File: config.mk
export PLATFORM = sky130hd
export DESIGN_NAME = masked_mac_pe
export DESIGN_NICKNAME = d
export VERILOG_FILES = /design/src/rtl/mcm_pkg.sv /design/src/rtl/mcm_pp_rows.sv /design/src/rtl/mcm_csa_reduce.sv /design/src/rtl/mcm_mult_stage.sv /design/src/rtl/mcm_accum.sv /design/src/rtl/masked_mac_pe.sv
export SDC_FILE = /design/constraint.sdc
export NUM_CORES = 1
export LEC_CHECK = 0
export ABC_AREA = 1
export BUFFER_PORTS_ARGS = -buffer_cell sky130_fd_sc_hd__buf_2
export CAP_MARGIN = 20
export CORE_MARGIN = 3
export CORE_UTILIZATION = 53
export CTS_CLUSTER_SIZE = 30
export DETAILED_ROUTE_END_ITERATION = 7
export PLACE_DENSITY_LB_ADDON = 0.3
export SLEW_MARGIN = 20
export SYNTH_ARGS = -nofsm -noshare
export SYNTH_HDL_FRONTEND = slang
export SYNTH_SLANG_ARGS = --single-unit
File: constraint.sdc
create_clock -name clk -period 4 [get_ports clk]
set_input_delay 0.4 -clock clk [delete_from_list [all_inputs] [get_ports clk]]
set_output_delay 0.4 -clock clk [all_outputs]
set_load 0.005 [all_outputs]
File: src/rtl/mcm_pkg.sv
// Package: helper functions shared by the mask-contracted MAC.
// Assumes masks are no wider than 64 bits.
package mcm_pkg;

    // Number of weight bit positions that are not fixed at zero.
    function automatic int kept_count(input logic [63:0] mask, input int width);
        int n;
        n = 0;
        for (int i = 0; i < width; i++) begin
            if (!mask[i]) n++;
        end
        return n;
    endfunction

    // Bit position of the j-th unmasked weight bit (counting from LSB).
    function automatic int kept_index(input logic [63:0] mask, input int width, input int j);
        int n;
        int pos;
        n   = 0;
        pos = 0;
        for (int i = 0; i < width; i++) begin
            if (!mask[i]) begin
                if (n == j) pos = i;
                n++;
            end
        end
        return pos;
    endfunction

endpackage

File: src/rtl/mcm_pp_rows.sv
// Module: builds one partial-product row for each unmasked weight bit.
// Assumes kept_w holds the weight bits at the unmasked positions, in LSB-first order.
module mcm_pp_rows #(
    parameter int ACT_W = 8,
    parameter int WGT_W = 8,
    parameter logic [WGT_W-1:0] MASK = '0,
    parameter int ROWS = 1,
    localparam int PW = ACT_W + WGT_W
) (
    input  logic [ACT_W-1:0]           act,
    input  logic [ROWS-1:0]            kept_w,
    output logic [ROWS-1:0][PW-1:0]    rows
);
    for (genvar j = 0; j < ROWS; j++) begin : g_row
        localparam int KB = mcm_pkg::kept_index(64'(MASK), WGT_W, j);
        // Row j: the activation gated by its weight bit and shifted to that bit's weight.
        assign rows[j] = PW'({ACT_W{kept_w[j]}} & act) << KB;
    end
endmodule

File: src/rtl/mcm_csa_reduce.sv
// Module: reduces the partial-product rows with a chain of carry-save 3:2 compressors
// and one final carry-propagate adder. Assumes the true sum fits in PW bits.
module mcm_csa_reduce #(
    parameter int PW = 16,
    parameter int ROWS = 1
) (
    input  logic [ROWS-1:0][PW-1:0] rows,
    output logic [PW-1:0]           prod
);
    logic [ROWS-1:0][PW-1:0] s_vec;
    logic [ROWS-1:0][PW-1:0] c_vec;

    for (genvar j = 0; j < ROWS; j++) begin : g_csa
        if (j == 0) begin : g_first
            // The first row seeds the redundant pair.
            assign s_vec[0] = rows[0];
            assign c_vec[0] = '0;
        end else begin : g_next
            // 3:2 compression of the running sum, the running carry and the next row.
            assign s_vec[j] = s_vec[j-1] ^ c_vec[j-1] ^ rows[j];
            assign c_vec[j] = ((s_vec[j-1] & c_vec[j-1]) |
                               (s_vec[j-1] & rows[j])    |
                               (c_vec[j-1] & rows[j])) << 1;
        end
    end

    // Final carry-propagate adder that resolves the redundant form.
    assign prod = s_vec[ROWS-1] + c_vec[ROWS-1];
endmodule

File: src/rtl/mcm_mult_stage.sv
// Module: pipeline stage 1. Forms the contracted product and registers it together
// with the valid, clear and bias of its term. Assumes at least one unmasked weight bit.
module mcm_mult_stage #(
    parameter int ACT_W = 8,
    parameter int WGT_W = 8,
    parameter logic [WGT_W-1:0] MASK = '0,
    parameter int ACC_W = 22,
    localparam int PW = ACT_W + WGT_W,
    localparam int ROWS = mcm_pkg::kept_count(64'(MASK), WGT_W)
) (
    input  logic             clk,
    input  logic             rst_n,
    input  logic             in_valid,
    input  logic             in_clear,
    input  logic [ACT_W-1:0] act,
    input  logic [WGT_W-1:0] wgt,
    input  logic [ACC_W-1:0] bias,
    output logic             st_valid,
    output logic             st_clear,
    output logic [PW-1:0]    st_prod,
    output logic [ACC_W-1:0] st_bias
);
    logic [ROWS-1:0]         kept_w;
    logic [ROWS-1:0][PW-1:0] rows;
    logic [PW-1:0]           prod;

    for (genvar j = 0; j < ROWS; j++) begin : g_pick
        // Collect only the weight bits that may be one.
        assign kept_w[j] = wgt[mcm_pkg::kept_index(64'(MASK), WGT_W, j)];
    end

    mcm_pp_rows #(.ACT_W(ACT_W), .WGT_W(WGT_W), .MASK(MASK), .ROWS(ROWS)) u_rows (
        .act    (act),
        .kept_w (kept_w),
        .rows   (rows)
    );

    mcm_csa_reduce #(.PW(PW), .ROWS(ROWS)) u_reduce (
        .rows (rows),
        .prod (prod)
    );

    // Stage register between the multiplier and the accumulator.
    always_ff @(posedge clk) begin
        if (!rst_n) begin
            st_valid <= 1'b0;
            st_clear <= 1'b0;
            st_prod  <= '0;
            st_bias  <= '0;
        end else begin
            st_valid <= in_valid;
            st_clear <= in_clear;
            st_prod  <= prod;
            st_bias  <= bias;
        end
    end

    // A weight reaching the multiplier must have every masked position at zero.
    p_wgt_clean_r2: assert property (@(posedge clk) disable iff (!rst_n)
        in_valid |-> ((wgt & MASK) == '0));

    // The registered product matches a plain full-width multiply of the same operands.
    p_prod_exact_r1: assert property (@(posedge clk) disable iff (!rst_n)
        in_valid |=> (st_prod == (PW'($past(act)) * PW'($past(wgt)))));
endmodule

File: src/rtl/mcm_accum.sv
// Module: pipeline stage 2. Exact accumulator with a term counter and a done pulse.
// Assumes bias plus a full window of products fits in ACC_W bits.
module mcm_accum #(
    parameter int PW = 16,
    parameter int ACC_W = 22,
    parameter int TERMS = 36,
    localparam int CNT_W = $clog2(TERMS + 1)
) (
    input  logic             clk,
    input  logic             rst_n,
    input  logic             st_valid,
    input  logic             st_clear,
    input  logic [PW-1:0]    st_prod,
    input  logic [ACC_W-1:0] st_bias,
    output logic [ACC_W-1:0] acc,
    output logic             done
);
    localparam logic [CNT_W-1:0] LAST = CNT_W'(TERMS);
    localparam logic [CNT_W-1:0] PRE  = CNT_W'(TERMS - 1);

    logic [CNT_W-1:0] cnt_q;
    logic [ACC_W-1:0] prod_ext;

    assign prod_ext = ACC_W'(st_prod);

    // Accumulates, counts terms, and pulses done on the window's last term.
    always_ff @(posedge clk) begin
        if (!rst_n) begin
            acc   <= '0;
            cnt_q <= '0;
            done  <= 1'b0;
        end else begin
            done <= 1'b0;
            if (st_valid) begin
                if (st_clear) begin
                    acc   <= st_bias + prod_ext;
                    cnt_q <= CNT_W'(1);
                    done  <= (TERMS == 1);
                end else if (cnt_q != LAST) begin
                    acc   <= acc + prod_ext;
                    cnt_q <= cnt_q + 1'b1;
                    done  <= (cnt_q == PRE);
                end
            end
        end
    end

    // The count never passes the window length.
    p_count_bound_r7: assert property (@(posedge clk) disable iff (!rst_n)
        cnt_q <= LAST);

    // Done comes only with a full window.
    p_done_full_r6: assert property (@(posedge clk) disable iff (!rst_n)
        done |-> (cnt_q == LAST));

    // A clear term restarts the window at a count of one.
    p_clear_restart_r4: assert property (@(posedge clk) disable iff (!rst_n)
        (st_valid && st_clear) |=> (cnt_q == CNT_W'(1)));

    // A full window holds its sum until a clear arrives.
    p_hold_full_r7: assert property (@(posedge clk) disable iff (!rst_n)
        ((cnt_q == LAST) && !(st_valid && st_clear)) |=> $stable(acc));

    // An empty pipeline slot leaves the sum and the count alone.
    p_idle_stable_r8: assert property (@(posedge clk) disable iff (!rst_n)
        !st_valid |=> ($stable(acc) && $stable(cnt_q)));

    if (TERMS > 1) begin : g_pulse_chk
        // Done lasts one cycle.
        p_done_pulse_r6: assert property (@(posedge clk) disable iff (!rst_n)
            done |=> !done);
    end
endmodule

File: src/rtl/masked_mac_pe.sv
// Module: top of the mask-contracted MAC element. Two-stage pipeline: a contracted
// multiplier feeding an exact accumulator. Assumes MASK leaves at least one weight bit free.
module masked_mac_pe #(
    parameter int ACT_W = 8,
    parameter int WGT_W = 8,
    parameter logic [WGT_W-1:0] MASK = 8'h24,
    parameter int CHANNELS = 4,
    parameter int KERNEL = 3,
    localparam int TERMS = CHANNELS * KERNEL * KERNEL,
    localparam int PW = ACT_W + WGT_W,
    localparam int ACC_W = PW + $clog2(TERMS)
) (
    input  logic             clk,
    input  logic             rst_n,
    input  logic             in_valid,
    input  logic             in_clear,
    input  logic [ACT_W-1:0] act_in,
    input  logic [WGT_W-1:0] wgt_in,
    input  logic [ACC_W-1:0] bias_in,
    output logic [ACC_W-1:0] acc_out,
    output logic             done_out
);
    logic             st_valid;
    logic             st_clear;
    logic [PW-1:0]    st_prod;
    logic [ACC_W-1:0] st_bias;

    mcm_mult_stage #(.ACT_W(ACT_W), .WGT_W(WGT_W), .MASK(MASK), .ACC_W(ACC_W)) u_mult (
        .clk      (clk),
        .rst_n    (rst_n),
        .in_valid (in_valid),
        .in_clear (in_clear),
        .act      (act_in),
        .wgt      (wgt_in),
        .bias     (bias_in),
        .st_valid (st_valid),
        .st_clear (st_clear),
        .st_prod  (st_prod),
        .st_bias  (st_bias)
    );

    mcm_accum #(.PW(PW), .ACC_W(ACC_W), .TERMS(TERMS)) u_acc (
        .clk      (clk),
        .rst_n    (rst_n),
        .st_valid (st_valid),
        .st_clear (st_clear),
        .st_prod  (st_prod),
        .st_bias  (st_bias),
        .acc      (acc_out),
        .done     (done_out)
    );

    // A term entering the pipe shows in the sum two edges later (checked from the ports).
    p_latency_r3: assert property (@(posedge clk) disable iff (!rst_n)
        (!in_valid && !$past(in_valid)) |=> $stable(acc_out));
endmodule

* Word level (Yosys, flattened, before mapping)
Index checks and enable logic that the tools add are counted.
** Word-level totals
- Register bits :: 69
- Output and inout port bits :: 23
- Word-level logic and storage cells :: 59
** Cells by class
- Add/subtract/negate cells :: 4
- Equal/unequal tests :: 2
- Mux-type cells :: 4
- Bitwise gates (word level) :: 39
- Reductions and logical operators :: 3
** Operators with widths (count)
- 15-bit bitwise OR :: 8
- 15-bit bitwise AND :: 5
- 8-bit bitwise AND :: 6
- 16-bit XOR :: 3
- 22-bit by 16-bit adder with 22-bit output :: 2
- 22-bit 2-to-1 mux :: 2
- 15-bit by 11-bit bitwise AND with 15-bit output :: 2
- 15-bit by 12-bit bitwise AND with 15-bit output :: 2
- 15-bit by 14-bit bitwise AND with 15-bit output :: 2
- 16-bit adder :: 1
- 11-bit by 16-bit XOR with 16-bit output :: 1
- 16-bit by 12-bit XOR with 16-bit output :: 1
- 16-bit by 14-bit XOR with 16-bit output :: 1
- 15-bit by 10-bit bitwise AND with 15-bit output :: 1
- 6-bit 2-to-1 mux :: 2
- 10-bit by 11-bit XOR with 11-bit output :: 1
- 9-bit by 10-bit XOR with 10-bit output :: 1
- 8-bit by 9-bit bitwise AND with 9-bit output :: 1
- 8-bit by 9-bit XOR with 9-bit output :: 1
- 6-bit by 1-bit adder with 6-bit output (second input constant) :: 1
- 6-bit equality test (second input constant) :: 1
- 6-bit != test (second input constant) :: 1
- 4-bit OR reduction :: 1
- 1-bit NOT :: 3
- 2 further kinds :: 2

* Depth between registers and ports, before layout
Gate-level depths: netlist of the first run.
- Word-level depth :: 15
- Mapped depth :: 21
- Mapped depth without buffers :: 20

* Cells and area by module
From an unflattened synthesis of the first run, not the netlist that was laid out.
** Unflattened totals
- Cell total of the unflattened synthesis :: 1039
- Area, all modules :: 7109.3 µm²
** By module, submodules not included
- mcm_csa_reduce :: times used 1, cells each 335, area each 2647.5 µm², sequential area each 0.0 µm²
- mcm_accum :: times used 1, cells each 429, area each 2561.2 µm², sequential area each 580.6 µm²
- mcm_mult_stage :: times used 1, cells each 124, area each 1146.1 µm², sequential area each 800.8 µm²
- mcm_pp_rows :: times used 1, cells each 151, area each 754.5 µm², sequential area each 0.0 µm²

* Worst setup path after synthesis of the first run
Ideal clock, no wire load.
- Kind :: input port to flip-flop
- From :: in wgt_in[0]
- To :: reg u_mult.st_prod[12]
- Library setup time :: 120 ps
- Arrival :: 4145 ps
- Path slack :: -265 ps
- Stages on the path :: 18
- Path buffers :: 1
- Cell sequence :: clkbuf_1 -> nand2_1 -> inv_1 -> ha_1 -> inv_1 -> fa_1 -> fa_1 -> fa_1 -> fa_1 -> inv_1 -> fa_1 -> nand2_1 -> inv_1 -> o21ai_0 -> nand2_1 -> a21o_1 -> o21ai_0 -> a21oi_1
** Between the ends
- Cells in the longest elaborated chain, start to end :: 15
- Elaborated cells between the ends (all ways) :: 32
- Those cells by class :: add/sub: 1; bitwise: 31
** RTL lines
- start: declaration :: RTL line masked_mac_pe.sv:18 : input logic [WGT_W-1:0] wgt_in,
- 8-bit bitwise AND (*) :: RTL line mcm_pp_rows.sv:17 : assign rows[j] = PW'({ACT_W{kept_w[j]}} & act) << KB;
- 8-bit by 9-bit XOR with 9-bit output or 8-bit by 9-bit bitwise AND with 9-bit output (tied branches) :: RTL line mcm_csa_reduce.sv:20, mcm_csa_reduce.sv:22
- 15-bit by 10-bit bitwise AND with 15-bit output or 15-bit by 11-bit bitwise AND with 15-bit output (tied branches) :: RTL line mcm_csa_reduce.sv:21, mcm_csa_reduce.sv:22
- 15-bit bitwise OR :: RTL line mcm_csa_reduce.sv:21 : assign c_vec[j] = ((s_vec[j-1] & c_vec[j-1]) |
- 15-bit bitwise OR :: RTL line mcm_csa_reduce.sv:22 : (s_vec[j-1] & rows[j]) |
- 15-bit bitwise AND :: RTL line mcm_csa_reduce.sv:21
- 15-bit bitwise OR :: RTL line mcm_csa_reduce.sv:21
- 15-bit bitwise OR :: RTL line mcm_csa_reduce.sv:22
- 15-bit bitwise AND :: RTL line mcm_csa_reduce.sv:21
- 15-bit bitwise OR :: RTL line mcm_csa_reduce.sv:21
- 15-bit bitwise OR :: RTL line mcm_csa_reduce.sv:22
- 15-bit bitwise AND :: RTL line mcm_csa_reduce.sv:21
- 15-bit bitwise OR :: RTL line mcm_csa_reduce.sv:21
- 15-bit bitwise OR :: RTL line mcm_csa_reduce.sv:22
- 16-bit adder (*) :: RTL line mcm_csa_reduce.sv:28 : assign prod = s_vec[ROWS-1] + c_vec[ROWS-1];
- end signal: assignment :: RTL line mcm_mult_stage.sv:53 : st_prod <= prod;
- end: declaration :: RTL line mcm_mult_stage.sv:20 : output logic [PW-1:0] st_prod,
Mark *: on every way between the ends. The rest lies on a longest branch, timed or not.
A chain may end at the register's enable or synchronous reset.

* Worst setup path in the final report of the first run
- From :: in wgt_in[1]
- To :: reg u_mult.st_prod[14]
The elaborated chain is that of the path after synthesis.

==> impl_metrics.py, run 1 <==
metrics = {
    "pwr": {
        "power_frac_comb_pct": 34.3,
        "power_uw": 2313,
        "power_frac_seq_pct": 34.4,
        "switchingPower_uw": 809.7,
        "p_int_uw": 1504,
        "power_density_nw_per_um2": 392.6,
        "clockPowerShare_pct": 31.3,
        "cellLeakagePower_uw": 0.003620,
        "switching_share_pct": 35.00,
        "ir_drop_mv": 0.1693,
    },
    "clocking": {
        "cts_buffers": 9,
        "cts_resized": 0,
        "clk_pin_slew_ps": 90,
        "clock-root-buffer": "clkbuf_8",
        "clockBufferDepth": 2,
        "cts_tree": "yes",
        "hold_buffers": 0,
        "post_cts_buffers": 0,
        "htreeDepth": 3,
        "clk_latency_ps": 350,
        "cts_sinks": 69,
    },
    "placed_design": {
        "post-dp-hpwl_mm": 8.735,
        "gp_congestion": 0.9313,
        "dpl_cell_area_um2": 5608,
        "place_inst": 953,
        "port_buffers": 62,
    },
    "global_routing": {
        "grtUsageTotal_pct": 22.22,
        "antenna_found_initial": 0,
        "grt-ovfl-total": 0,
        "grt_pass1_wl_mm": 20.27,
        "grt_pass1_vias": 4658,
        "grt_max_degree": 64,
    },
    "worst_hold_path": {
        "min_path_type": "primary input to register",
        "hold_path.startpoint": "bias_in[20]",
        "worstHoldPathCells": 3,
        "min_to": "u_mult.st_bias[20]$_SDFF_PN0_",
    },
    "floorplan": {
        "io_pins": 65,
        "row_count": 35,
        "die_w_um": 104.4,
        "initial_core_util_pct": 54.98,
        "core_um2": 9328,
        "die_height_um": 104.4,
        "fp.dieArea_um2": 10890,
    },
    "yosys": {
        "synth_area_leaders": "dfxtp_1, nand2_1, inv_1, ha_1, fa_1",
        "syn_area_per_cell_um2": 6.661,
        "yosysMostFrequentCell": "nand2_1",
        "synth_top_area_share_pct": 26.93,
        "syn_nets": 880,
        "yosysSeqAreaShare_pct": 26.93,
        "syn_inst": 770,
        "synth_edf_count": 0,
        "synthFlopType": "dfxtp_1",
        "yosys.area.top_type": "dfxtp_1",
        "ys_types": 34,
        "async_reset_ff_share_pct": 0,
        "synthTopCellsByCount": "nand2_1, inv_1, dfxtp_1, ha_1, nor2_1",
        "ys.warnings.count": 0,
        "synth-seq-cells": 69,
        "synthesis.area_um2": 5129,
    },
    "setup_path": {
        "cp_num_buf_inv": 5,
        "worst-setup-path-type": "primary input to register",
        "crit_chain": "buf_4 > nand2_1 > inv_1 > ha_1 > inv_1 > fa_1 > fa_2 > inv_1 > fa_1 > ha_4 > ha_2 > fa_2 > nand2_1 > inv_1 > o21ai_2 > nand2_1 > nand4_1 > nand3_1 > nand2_1 > nor2_1",
        "required_ps": 4240,
        "path_max_fanout": 5,
        "crit_arrival_ps": 4040,
        "r2r-end": "u_acc.acc[21]$_SDFFE_PN0P_",
        "cp-start-kind": "primary input",
        "crit_family": "adder cells",
        "crit_path_max_incr_delay_ps": 580,
        "slowest_stage": "fa_2",
        "worstReg2RegStart": "u_mult.st_clear$_SDFF_PN0_",
        "reg2reg_depth": 16,
        "endpoint_kind": "register",
        "r2r_slack_ps": 1010,
    },
    "drt": {
        "wl_per_cell_um": 11.79,
        "ant_nets": 0,
        "vias": 4629,
        "dr.max_layer_used": "met4",
        "viasPerCell": 4.777,
        "drtIter0Drc": 200,
        "wl_met3_um": 530,
        "routed_wl_mm": 11.42,
        "met1_length_mm": 5.009,
        "dr_wl_met2_mm": 5.689,
        "route.detailed.drc": 0,
        "dr.pass1.iters": 4,
    },
    "status": {
        "status": "complete, no violations",
    },
    "sta": {
        "slew_violations": 0,
        "finalCritPeriodShare_pct": 94.94,
        "setup_viol": 0,
        "clock_skew_ps": 11.88,
        "fmax_mhz": 263.3,
        "worst_pin_slew_ps": 1028,
        "hold_violations": 0,
        "period_needed_ps": 3798,
        "maxSlewHeadroom_pct": 31.48,
    },
    "cells_and_area": {
        "post-route-cell-area_um2": 5892,
        "nNetsFinal": 945,
        "drive_gt1_share_pct": 13.57,
        "syn_to_final_growth_pct": 14.88,
        "instances_no_fill": 969,
        "antenna_cells": 0,
    },
    "run": {
        "drv_cap": 0,
    },
}
[cells by family after synthesis]
family / share of synthesized area (%)
AO/OA/AOI/OAI: 9.953
XOR/XNOR: 1.537
adder cells (fa/ha/maj): 20.40
buffers and inverters: 15.30
flip-flops: 26.93
AND/OR/NAND/NOR: 25.88
[sequential cells by signal (all words and copies together) (netlist names)]
register	flops
u_acc.acc	22
u_mult.st_bias	22
u_mult.st_prod	16
u_acc.cnt_q	6
u_acc.done	1
u_mult.st_clear	1
u_mult.st_valid	1
[per-stage QoR]
stage / util (%) / TNS [ps] / hold WS [ps] / setup WS, ps
detailed placement: 60.12 / -1000 / 455.0 / -192.2
global route: 63.17 / -6.854 / 215.1 / -6.854
global placement: 60.12 / -472.9 / 448.9 / -119.5
CTS: 62.83 / 0 / 214.5 / 135.5
floorplan: - / 0 / 455.1 / 12.53
finish: 63.17 / 0 / 224.1 / 202.3
[worst reg2reg max path: cells and delay by family, from the launching register on]
kind / cells / cell delay, ps
buffers and inverters: 2 / 440
and+or+nand+nor: 12 / 1350
DFF: 1 / 710
AOI/OAI and AO/OA: 1 / 140
adders and majority gates: 1 / 280
[placed cells by master (no fill, tap or decap), types with 3 or more instances in the layout]
master and count:
a21oi_1 34, buf_2 61, buf_4 15, bufinv_16 3, clkbuf_8 9, dfxtp_1 69
fa_1 24, ha_1 39, inv_1 177, inv_2 4, nand2_1 240, nand3_1 27
nand4_1 3, nor2_1 40, nor3_1 7, o21ai_0 36, o21ai_1 3, o21ai_2 5
o21bai_1 9, or2_2 4, xnor2_1 4, xor2_1 5
[how the worst max path moves through the flow]
stage / startpoint / to / slack, ps / depth (start not counted)
6_report: wgt_in[1] / u_mult.st_prod[14]$_SDFF_PN0_ / 200 / 20
4_1_cts: wgt_in[1] / u_mult.st_prod[12]$_SDFF_PN0_ / 140 / 19
3_5_place_dp: wgt_in[1] / u_mult.st_prod[11]$_SDFF_PN0_ / -190 / 20
5_1_grt: wgt_in[0] / u_mult.st_prod[14]$_SDFF_PN0_ / -7 / 19
3_3_place_gp: wgt_in[1] / u_mult.st_prod[11]$_SDFF_PN0_ / -120 / 20
2_1_floorplan: wgt_in[0] / u_mult.st_prod[15]$_SDFF_PN0_ / 10 / 21
[metal layers]
metal  vias up  track usage, %
li1       2446               -
met1      2071           25.97
met2        95           40.13
met3        17           4.097
met4         0           8.357
met5         -               0
[power by group through the flow]
stage / Combinational [uW] / Sequential, uW / Clock (uW)
6_report: 792 / 797 / 724
5_1_grt: 916 / 806 / 769
4_1_cts: 765 / 797 / 736
3_5_place_dp: 750 / 813 / 0
3_3_place_gp: 719 / 812 / 0
2_1_floorplan: 561 / 801 / 0
[cell type report]
cell class              count  area [um^2]
clock inverters             7        128.9
multi-input cells         498         2999
flip-flops and latches     69         1381
well taps                 129        161.4
inverters                 181        679.4
clock buffers               9        123.9
fillers                   856         3436
repair buffers             76        417.9
(Power assumes the default switching activity.)
==> run 2, diff against run 1 <==
PLACE_DENSITY = 0.74   (was not set)
PLACE_DENSITY_LB_ADDON = not set   (was 0.3)
==> run 2 against run 1 <==
Against the previous run: global-route usage decreased by 0.46 points; design area decreased by 0.64%; count of clock-buffer cells in the layout unchanged; die area unchanged; via count is 0.50% lower; fmax fell by 0.93%; critical path depth fell by 1; clock power decreased by 18%; clock skew is 1.4 ps lower; combinational power decreased by 1%; utilization fell by 0.40 points; critical endpoint is now u_mult.st_prod[12]$_SDFF_PN0_.
==> impl_metrics.py, run 2 (same netlist as run 1, synthesis figures left out) <==
metrics = {
    "placed_design": {
        "post-dp-hpwl_mm": 8.556,
        "port_buffers": 62,
        "gp_congestion": 0.9174,
    },
    "global_routing": {
        "grt_pass1_vias": 4579,
        "grtUsageTotal_pct": 21.76,
        "antenna_found_initial": 0,
        "grt_pass1_wl_mm": 19.78,
        "grt_max_degree": 64,
        "grt-ovfl-total": 0,
    },
    "clocking": {
        "cts_buffers": 9,
        "clk_pin_slew_ps": 90,
        "htreeDepth": 3,
        "clock-root-buffer": "clkbuf_8",
        "hold_buffers": 0,
        "clockBufferDepth": 2,
        "clk_latency_ps": 350,
        "cts_sinks": 69,
        "cts_tree": "yes",
    },
    "pwr": {
        "cellLeakagePower_uw": 0.003595,
        "power_density_nw_per_um2": 371.5,
        "ir_drop_mv": 0.1567,
    },
    "floorplan": {
        "core_um2": 9328,
        "row_count": 35,
        "die_w_um": 104.4,
        "initial_core_util_pct": 54.98,
        "fp.dieArea_um2": 10890,
        "io_pins": 65,
        "die_height_um": 104.4,
    },
    "drt": {
        "wl_per_cell_um": 11.52,
        "route.detailed.drc": 0,
        "dr.pass1.iters": 5,
        "drtIter0Drc": 204,
        "ant_nets": 0,
        "viasPerCell": 4.753,
        "vias": 4606,
        "routed_wl_mm": 11.16,
    },
    "setup_path": {
        "r2r_slack_ps": 1070,
        "cp-start-kind": "primary input",
        "r2r-end": "u_acc.acc[21]$_SDFFE_PN0P_",
        "worstReg2RegStart": "u_mult.st_clear$_SDFF_PN0_",
        "endpoint_kind": "register",
        "crit_end": "u_mult.st_prod[12]$_SDFF_PN0_",
        "path_max_fanout": 5,
        "crit_arrival_ps": 4070,
        "reg2reg_depth": 16,
        "required_ps": 4230,
        "worst-setup-path-type": "primary input to register",
        "cp-startpoint": "wgt_in[1]",
    },
    "cells_and_area": {
        "final_common_cell": "nand2_1",
        "drive_gt1_share_pct": 14.52,
        "syn_to_final_growth_pct": 14.15,
        "nNetsFinal": 945,
        "layout_common_cells": "nand2_1, inv_1, dfxtp_1",
        "reg_top3": "u_acc.acc (22), u_mult.st_bias (22), u_mult.st_prod (16)",
        "antenna_cells": 0,
        "fin_util_pct": 62.76,
    },
    "sta": {
        "tns_ps": 0,
        "setup_viol": 0,
        "period_needed_ps": 3833,
        "clock_skew_ps": 10.44,
        "worst_pin_slew_ps": 601.8,
        "hold_violations": 0,
        "finalCritPeriodShare_pct": 95.84,
        "maxSlewHeadroom_pct": 59.88,
        "fmax_mhz": 260.9,
        "slew_violations": 0,
    },
    "run": {
        "drv_cap": 0,
    },
    "status": {
        "status": "complete, no violations",
    },
    "worst_hold_path": {
        "min_path_type": "primary input to register",
    },
}
## run 2: cell count changes in the layout (fill, tap and decap cells not counted), sizes merged
cell      change
inv           +1
clkinvlp      +1
bufinv        -2
## run 2: layout make-up
cell class	instances	area [um^2]
Timing Repair Buffer	76	417.9
Clock inverter	7	80.08
Fill cell	886	3473
Multi-Input combinational cell	498	3010
Clock buffer	9	123.9
Tap cell	129	161.4
Sequential cell	69	1381
Inverter	181	679.4
## run 2: metrics by stage
| step | cell area (um^2) | power [uW] | worst slack (ps) | hold WS, ps | instances |
|---|---|---|---|---|---|
| final | 5854 | 2175 | 166.5 | 219.8 | 969 |
| after global routing | 5854 | 2352 | -15.22 | 227.3 | 969 |
| after CTS | 5812 | 2163 | 140.2 | 201.9 | 969 |
| after detailed placement | 5608 | 1553 | -205.2 | 461.8 | 953 |
| after global placement | 5608 | 1531 | -117.4 | 449.1 | 953 |
| after floorplan | 5156 | 1362 | 12.53 | 455.1 | 770 |
## run 2: where the power goes
part	internal, uW	switching [uW]
sequential	759	38.5
combinational	315	468
clock	297	298
total	1370	804
## run 2: what timing repair did
item,CTS,global route
setup endpoints to repair,0,5
resized for setup,0,12
buffers inserted,0,0
## run 2: worst max-delay path, cell delays in order
cell and delay [ps]:
buf_2 130, nand2_2 60, inv_1 40, ha_1 270, inv_2 40, fa_1 480
fa_2 540, inv_1 50, fa_1 430, ha_1 310, ha_2 200, fa_2 360
nand2_2 70, inv_2 40, o21ai_2 130, nand2_2 80, a21o_1 220, o21ai_2 150
a21oi_1 50
## run 2: layer usage
metal	vias to the layer above	part of all wire (%)	global-route usage, %
met5	-	0	0
met3	16	3.6	3.476
met1	2065	45	26.09
met2	81	50	38.98
met4	0	1.8	8.072
li1	2444	-	-
## run 2: worst min path at each step
stage,cells after the start,slack [ps],end,from
2_1_floorplan,2,460,u_acc.acc[0]$_SDFFE_PN0P_,u_acc.acc[0]$_SDFFE_PN0P_
3_3_place_gp,2,450,u_acc.acc[0]$_SDFFE_PN0P_,u_acc.acc[0]$_SDFFE_PN0P_
3_5_place_dp,2,460,u_acc.acc[0]$_SDFFE_PN0P_,u_acc.acc[0]$_SDFFE_PN0P_
4_1_cts,3,200,u_mult.st_bias[17]$_SDFF_PN0_,bias_in[17]
5_1_grt,3,230,u_mult.st_bias[14]$_SDFF_PN0_,bias_in[14]
6_report,3,220,u_mult.st_bias[17]$_SDFF_PN0_,bias_in[17]
